### config.mk
export PLATFORM = sky130hd
export DESIGN_NAME = victim_way_sel
export DESIGN_NICKNAME = d
export VERILOG_FILES = /design/src/rtl/vws_pkg.sv /design/src/rtl/vws_seq_counter.sv /design/src/rtl/vws_lfsr.sv /design/src/rtl/vws_rand_map.sv /design/src/rtl/victim_way_sel.sv
export SDC_FILE = /design/constraint.sdc
export NUM_CORES = 1
export LEC_CHECK = 0
export ABC_AREA = 1
export BUFFER_PORTS_ARGS = -buffer_cell sky130_fd_sc_hd__buf_2
export CAP_MARGIN = 20
export CORE_MARGIN = 4
export CORE_UTILIZATION = 62
export CTS_CLUSTER_DIAMETER = 80
export DETAILED_ROUTE_END_ITERATION = 6
export MAX_ROUTING_LAYER = met4
export PLACE_DENSITY = 0.82
export SYNTH_ARGS = -nofsm -noshare
export SYNTH_HDL_FRONTEND = slang
export SYNTH_SLANG_ARGS = --single-unit
### constraint.sdc
create_clock -name clk -period 13.8 [get_ports clk]
set_input_delay 2.07 -clock clk [delete_from_list [all_inputs] [get_ports clk]]
set_output_delay 2.07 -clock clk [all_outputs]
set_load 0.1 [all_outputs]
### src/rtl/vws_pkg.sv
package vws_pkg;
  typedef enum logic {POL_SEQ = 1'b0, POL_RAND = 1'b1} policy_e;

  function automatic logic [5:0] lfsr6_step(input logic [5:0] s, input logic [5:0] taps);
    return {s[4:0], ^(s & taps)};
  endfunction
endpackage

### src/rtl/vws_seq_counter.sv
module vws_seq_counter #(
  parameter int IDX_W = 6
) (
  input  logic             clk,
  input  logic             rst,
  input  logic             flush,
  input  logic             adv,
  input  logic [IDX_W-1:0] floor_idx,
  output logic [IDX_W-1:0] cur_way
);
  localparam logic [IDX_W-1:0] TOP_WAY = '1;

  logic [IDX_W-1:0] ctr_q;

  assign cur_way = (ctr_q < floor_idx) ? floor_idx : ctr_q;

  always_ff @(posedge clk) begin
    if (rst || flush)
      ctr_q <= floor_idx;
    else if (adv)
      ctr_q <= (cur_way == TOP_WAY) ? floor_idx : cur_way + 1'b1;
  end

  AST_SEQ_HOLD: assert property (@(posedge clk) disable iff (rst)
    (!adv && !flush) |=> $stable(ctr_q));

  AST_WRAP_TO_FLOOR: assert property (@(posedge clk) disable iff (rst)
    (adv && !flush && cur_way == TOP_WAY) |=> (cur_way == $past(floor_idx)) || (floor_idx != $past(floor_idx)));
endmodule

### src/rtl/vws_lfsr.sv
module vws_lfsr #(
  parameter int              IDX_W = 6,
  parameter logic [IDX_W-1:0] TAPS = 6'b110000,
  parameter logic [IDX_W-1:0] SEED = 6'd1
) (
  input  logic             clk,
  input  logic             rst,
  output logic [IDX_W-1:0] state
);
  import vws_pkg::*;

  always_ff @(posedge clk) begin
    if (rst) state <= SEED;
    else     state <= lfsr6_step(state, TAPS);
  end

  AST_LFSR_NONZERO: assert property (@(posedge clk) disable iff (rst)
    state != '0);
endmodule

### src/rtl/vws_rand_map.sv
module vws_rand_map #(
  parameter int IDX_W = 6
) (
  input  logic [IDX_W-1:0] rnd,
  input  logic [IDX_W-1:0] floor_idx,
  output logic [IDX_W-1:0] way
);
  localparam int WAYS = 1 << IDX_W;

  logic [IDX_W:0] span;
  logic [IDX_W:0] fold;

  always_comb begin
    span = (IDX_W+1)'(WAYS) - {1'b0, floor_idx};
    fold = {1'b0, rnd} % span;
    if (rnd < floor_idx) way = floor_idx + fold[IDX_W-1:0];
    else                 way = rnd;
  end
endmodule

### src/rtl/victim_way_sel.sv
module victim_way_sel #(
  parameter int               IDX_W = 6,
  parameter logic [IDX_W-1:0] LFSR_TAPS = 6'b110000,
  parameter logic [IDX_W-1:0] LFSR_SEED = 6'd1
) (
  input  logic             clk,
  input  logic             rst,
  input  logic             flush,
  input  logic             use_random,
  input  logic [IDX_W-1:0] lock_base,
  input  logic             fill_req_valid,
  output logic             fill_req_ready,
  output logic             victim_valid,
  input  logic             victim_ready,
  output logic [IDX_W-1:0] victim_way
);
  import vws_pkg::*;

  localparam logic [IDX_W-1:0] TOP_WAY = '1;

  policy_e          pol;
  logic             accept;
  logic [IDX_W-1:0] seq_way, rnd_state, rnd_way;
  logic             vld_q;
  logic [IDX_W-1:0] way_q;

  assign pol            = policy_e'(use_random);
  assign fill_req_ready = !flush && (!vld_q || victim_ready);
  assign accept         = fill_req_valid && fill_req_ready;

  vws_seq_counter #(.IDX_W(IDX_W)) u_seq (
    .clk(clk), .rst(rst), .flush(flush),
    .adv(accept && pol == POL_SEQ),
    .floor_idx(lock_base), .cur_way(seq_way)
  );

  vws_lfsr #(.IDX_W(IDX_W), .TAPS(LFSR_TAPS), .SEED(LFSR_SEED)) u_lfsr (
    .clk(clk), .rst(rst), .state(rnd_state)
  );

  vws_rand_map #(.IDX_W(IDX_W)) u_map (
    .rnd(rnd_state), .floor_idx(lock_base), .way(rnd_way)
  );

  always_ff @(posedge clk) begin
    if (rst) begin
      vld_q <= 1'b0;
      way_q <= '0;
    end else if (accept) begin
      vld_q <= 1'b1;
      way_q <= (pol == POL_RAND) ? rnd_way : seq_way;
    end else if (victim_ready) begin
      vld_q <= 1'b0;
    end
  end

  assign victim_valid = vld_q;
  assign victim_way   = way_q;

  AST_ABOVE_FLOOR: assert property (@(posedge clk) disable iff (rst)
    accept |=> victim_way >= $past(lock_base));

  AST_HOLD_STALL: assert property (@(posedge clk) disable iff (rst)
    (victim_valid && !victim_ready) |=> (victim_valid && $stable(victim_way)));

  AST_FLUSH_NO_TAKE: assert property (@(posedge clk) disable iff (rst)
    (flush && !victim_valid) |=> !victim_valid);

  AST_SINGLE_WAY: assert property (@(posedge clk) disable iff (rst)
    (accept && lock_base == TOP_WAY) |=> victim_way == TOP_WAY);
endmodule

==> flow_results.org <==
** Floorplan
- Die Outline Area :: 5740 sq um
- Starting utilization of the core area :: 64.5%
- In this run the horizontal extent of the chip is 75.8 um.
- Io pins :: 20
- After floorplanning, the core was divided into 24 placement rows.
- The die is 75.8 um tall.
- The core region is 4410 sq um.

** Global route
- Total global routing overflow :: 0
- The first global-routing pass estimated 11.8 mm of wire.
- The initial antenna violation count is 0.
- Number of global-route vias before repair :: 2642
- Maximum number of pins on one net before global-route repair :: 15
- Global routing consumed, over all layers together, 27.1% of the routing resources.

** Worst hold path
- Hold Path Origin :: u_lfsr.state[3]
- Class of the worst hold path :: flip-flop to flip-flop

** Synthesis
- Syn Inst Count :: 424
- The number of nets handed over by synthesis was 485.
- Total of flip-flops plus latches after synthesis :: 19
- Warning count from the yosys run :: 0
- Mean Syn Cell Area :: 6.72 sq um
- Yosys mapped the design onto 40 distinct sky130hd cell types.
- Synth Cell Area :: 2850 sq um
- Post-synthesis sequential area ratio :: 15.5%

** Critical path
- Library cell contributing the largest single delay on the critical path :: sky130_fd_sc_hd__or3_4
- Reg2Reg Launch Point :: u_lfsr.state[5]
- Critical Path AT :: 12740 ps
- Startpoint of the most critical setup path :: lock_base[1]
- STA classifies the critical path startpoint as an input port.
- The critical path is of the input port to flip-flop type.
- Data on the critical path is required at its endpoint by 13940 ps.
- Maximum fanout count along the critical path :: 12
- Largest stage delay, worst path :: 350 ps
- The cell that appears most often on the critical path is sky130_fd_sc_hd__nand2_1.
- Type of element capturing the critical path :: flip-flop

** Routing
- Routed wirelength normalized by instance count :: 13.8 um
- For this run, design rule violations remaining after detail routing come to 0.
- For this block, the initial DRC count from the detailed router was 225.
- In this run the remaining antenna-violating nets after routing total 0.
- Summing over every cut layer, the via total after detailed routing is 2784.
- After detailed routing, the number of vias per cell comes to 5.65.
- The pre-antenna-repair detailed-routing pass consisted of 5 iterations.
- The final layout contains routed wiring with a total length of 6.79 mm.

** Place
- Cell count after placement :: 489
- Cell area after placement :: 2990 sq um
- Hpwl dp :: 5.62 mm
- Number of buffers inserted by port buffering :: 19
- Routability-driven placement finished with a final weighted congestion of 0.904.

** Clock network
- No sink is reached through more buffers than the 2 on the longest clock path.
- Clock insertion delay at the later pin of the skew report :: 250 ps
- Counting the buffers created by CTS gives 3.
- The clock net in this run drives a total of 19 sinks.
- TritonCTS built the clock tree.
- Root Buffer :: sky130_fd_sc_hd__clkbuf_8
- Buffers inserted by post-CTS timing repair :: 0
- Hold_buf cts :: 0
- Count of instances resized after the clock tree is built :: 0
- Number of levels the H-tree was split into :: 1
- After clock tree synthesis, the clock-pin slew on the worst setup and hold paths is 70 ps.

** STA
- Across all hold checks on the routed design, the worst slack comes to 549 ps.
- Setup violations remaining at the end of the flow were counted as 0.
- Setup total negative slack :: 0 ps
- Final critical delay including setup and external delays :: 12600 ps
- Fin. Hold Viols :: 0
- Normalized max-slew margin :: 47.5%
- Across the routed clock network, the largest skew measured is 5.44 ps.
- Final worst-path cycle share :: 91.3%
- Setup repair after global routing left no endpoint under its margin.
- Slew at the pin closest to its max-slew limit :: 784 ps
- Max Clk Rate :: 79.3 MHz
- Slew Viols, Final :: 0

** Layout
- The finished layout holds 493 standard cells, fillers aside.
- Antenna Cells :: 0
- Layout cell share with drive strength beyond 1 :: 12.0%
- From synthesis to final layout, the design area changed by 6.90%.
- Fin nets :: 503
- Fill count :: 407
- The finished cells cover 3050 sq um.

** Power and ir drop
- In this run the power density over the cells is 93.1 nW/um^2.
- Static Leakage :: 1.75 nW
- IR drop worst, VDD :: 0.0792 mV

** Run
- Max-cap violations in this run came to 0.

** Outcome
- The flow ran to the end, and the final reports show no timing, DRC or antenna violations.
-- per-stage QoR --
stage | setup slack (ps) | utilization (%) | power [mW]
after CTS | 771 | 68.8 | 0.283
after global routing | 48.3 | 69.0 | 0.311
after global placement | 997 | 67.7 | 0.239
final | 1200 | 69.0 | 0.284
after floorplan | 1760 | - | 0.208
after detailed placement | 533 | 67.7 | 0.245
-- cells by family after synthesis --
group                      count (synthesis)  synth area share (%)
and+or+nand+nor                          166                  26.2
AOI/OAI and AO/OA                         93                  19.9
buffers and inverters                     77                  10.3
adders and majority gates                 49                  22.0
xor gates and xnor gates                  20                  6.15
DFF                                       19                  15.5
-- area by class of cell --
type	count	area, sq um	area share (%)
timing repair buffer	21	110	3.62
inverter	69	262	8.59
clock buffer	4	45.0	1.48
multi-input combinational	328	2120	69.7
sequential	19	440	14.5
tap	52	65.1	2.14
-- cells in the mapped netlist --
master | count | share of area [%]
sky130_fd_sc_hd__nand3_2 | 1 | 0.35
sky130_fd_sc_hd__nand3_1 | 22 | 3.9
sky130_fd_sc_hd__buf_2 | 3 | 0.53
sky130_fd_sc_hd__dfxtp_1 | 13 | 9.1
sky130_fd_sc_hd__a211oi_1 | 1 | 0.26
sky130_fd_sc_hd__a21o_1 | 6 | 1.6
sky130_fd_sc_hd__o21ai_2 | 4 | 1.2
sky130_fd_sc_hd__nor2_1 | 28 | 3.7
sky130_fd_sc_hd__or3_1 | 1 | 0.22
sky130_fd_sc_hd__o21a_1 | 1 | 0.26
sky130_fd_sc_hd__inv_1 | 68 | 9.0
sky130_fd_sc_hd__edfxtp_1 | 6 | 6.3
sky130_fd_sc_hd__nand3b_1 | 1 | 0.26
sky130_fd_sc_hd__a221o_1 | 1 | 0.35
sky130_fd_sc_hd__clkbuf_1 | 5 | 0.66
sky130_fd_sc_hd__o21ai_0 | 39 | 6.9
sky130_fd_sc_hd__and3_1 | 1 | 0.22
sky130_fd_sc_hd__nor2_4 | 1 | 0.40
sky130_fd_sc_hd__o21bai_1 | 2 | 0.53
sky130_fd_sc_hd__fa_1 | 2 | 1.4
sky130_fd_sc_hd__nor2_2 | 2 | 0.44
sky130_fd_sc_hd__ha_1 | 47 | 21
sky130_fd_sc_hd__o31ai_1 | 2 | 0.53
sky130_fd_sc_hd__or3_4 | 1 | 0.40
sky130_fd_sc_hd__nor3b_1 | 1 | 0.26
sky130_fd_sc_hd__o211ai_1 | 3 | 0.79
sky130_fd_sc_hd__nand4_1 | 7 | 1.5
sky130_fd_sc_hd__xor2_1 | 13 | 4.0
sky130_fd_sc_hd__nor3_1 | 3 | 0.53
sky130_fd_sc_hd__or2_2 | 5 | 1.1
sky130_fd_sc_hd__a31oi_1 | 3 | 0.66
sky130_fd_sc_hd__nand2_2 | 9 | 2.0
sky130_fd_sc_hd__o21bai_4 | 1 | 0.66
sky130_fd_sc_hd__o21ai_1 | 5 | 0.88
sky130_fd_sc_hd__inv_2 | 1 | 0.13
sky130_fd_sc_hd__a21oi_1 | 23 | 4.0
sky130_fd_sc_hd__xnor2_1 | 7 | 2.2
sky130_fd_sc_hd__o2111ai_1 | 1 | 0.31
sky130_fd_sc_hd__nand2_1 | 83 | 11
sky130_fd_sc_hd__o41ai_4 | 1 | 0.97
-- report_power, final --
part	internal, mW	switching (mW)	leakage, nW
clock network	0.0205	0.0174	0.0228
registers	0.0638	0.00302	0.169
logic	0.0618	0.117	1.56
-- placed cells by master, fill, tap and decap left out, types with 12 or more instances in the layout --
cell	instances
sky130_fd_sc_hd__o21ai_0	37
sky130_fd_sc_hd__buf_2	19
sky130_fd_sc_hd__nand3_1	22
sky130_fd_sc_hd__inv_1	68
sky130_fd_sc_hd__dfxtp_1	13
sky130_fd_sc_hd__ha_1	47
sky130_fd_sc_hd__a21oi_1	23
sky130_fd_sc_hd__xor2_1	13
sky130_fd_sc_hd__nor2_1	28
sky130_fd_sc_hd__nand2_2	12
sky130_fd_sc_hd__nand2_1	80
-- critical path, delay by kind of cell --
kind                       cells  cell delay, ps
buffers and inverters         11            1100
adders and majority gates      8            2150
AOI/OAI and AO/OA             25            3570
and+or+nand+nor               34            3680
xor gates and xnor gates       1             180
-- state kept, by name, indices dropped and copies added, names as in the netlist --
name,flops
u_lfsr.state,6
victim_way,6
u_seq.ctr_q,6
victim_valid,1
-- final timing paths --
path	end	slack, ps	cells after the start
setup reg to reg	victim_way[5]	3400	75
hold / removal	u_lfsr.state[4]	550	2
setup / recovery	victim_way[5]	1200	79
hold reg to reg	u_lfsr.state[4]	550	2
-- metal layers --
layer  global-route usage [%]  share of wire (%)
met3                     4.49                6.3
met5                        -                  0
met2                     42.4                 45
met1                     36.7                 47
met4                     5.44                1.5
Power figures use the tool's default switching activity.
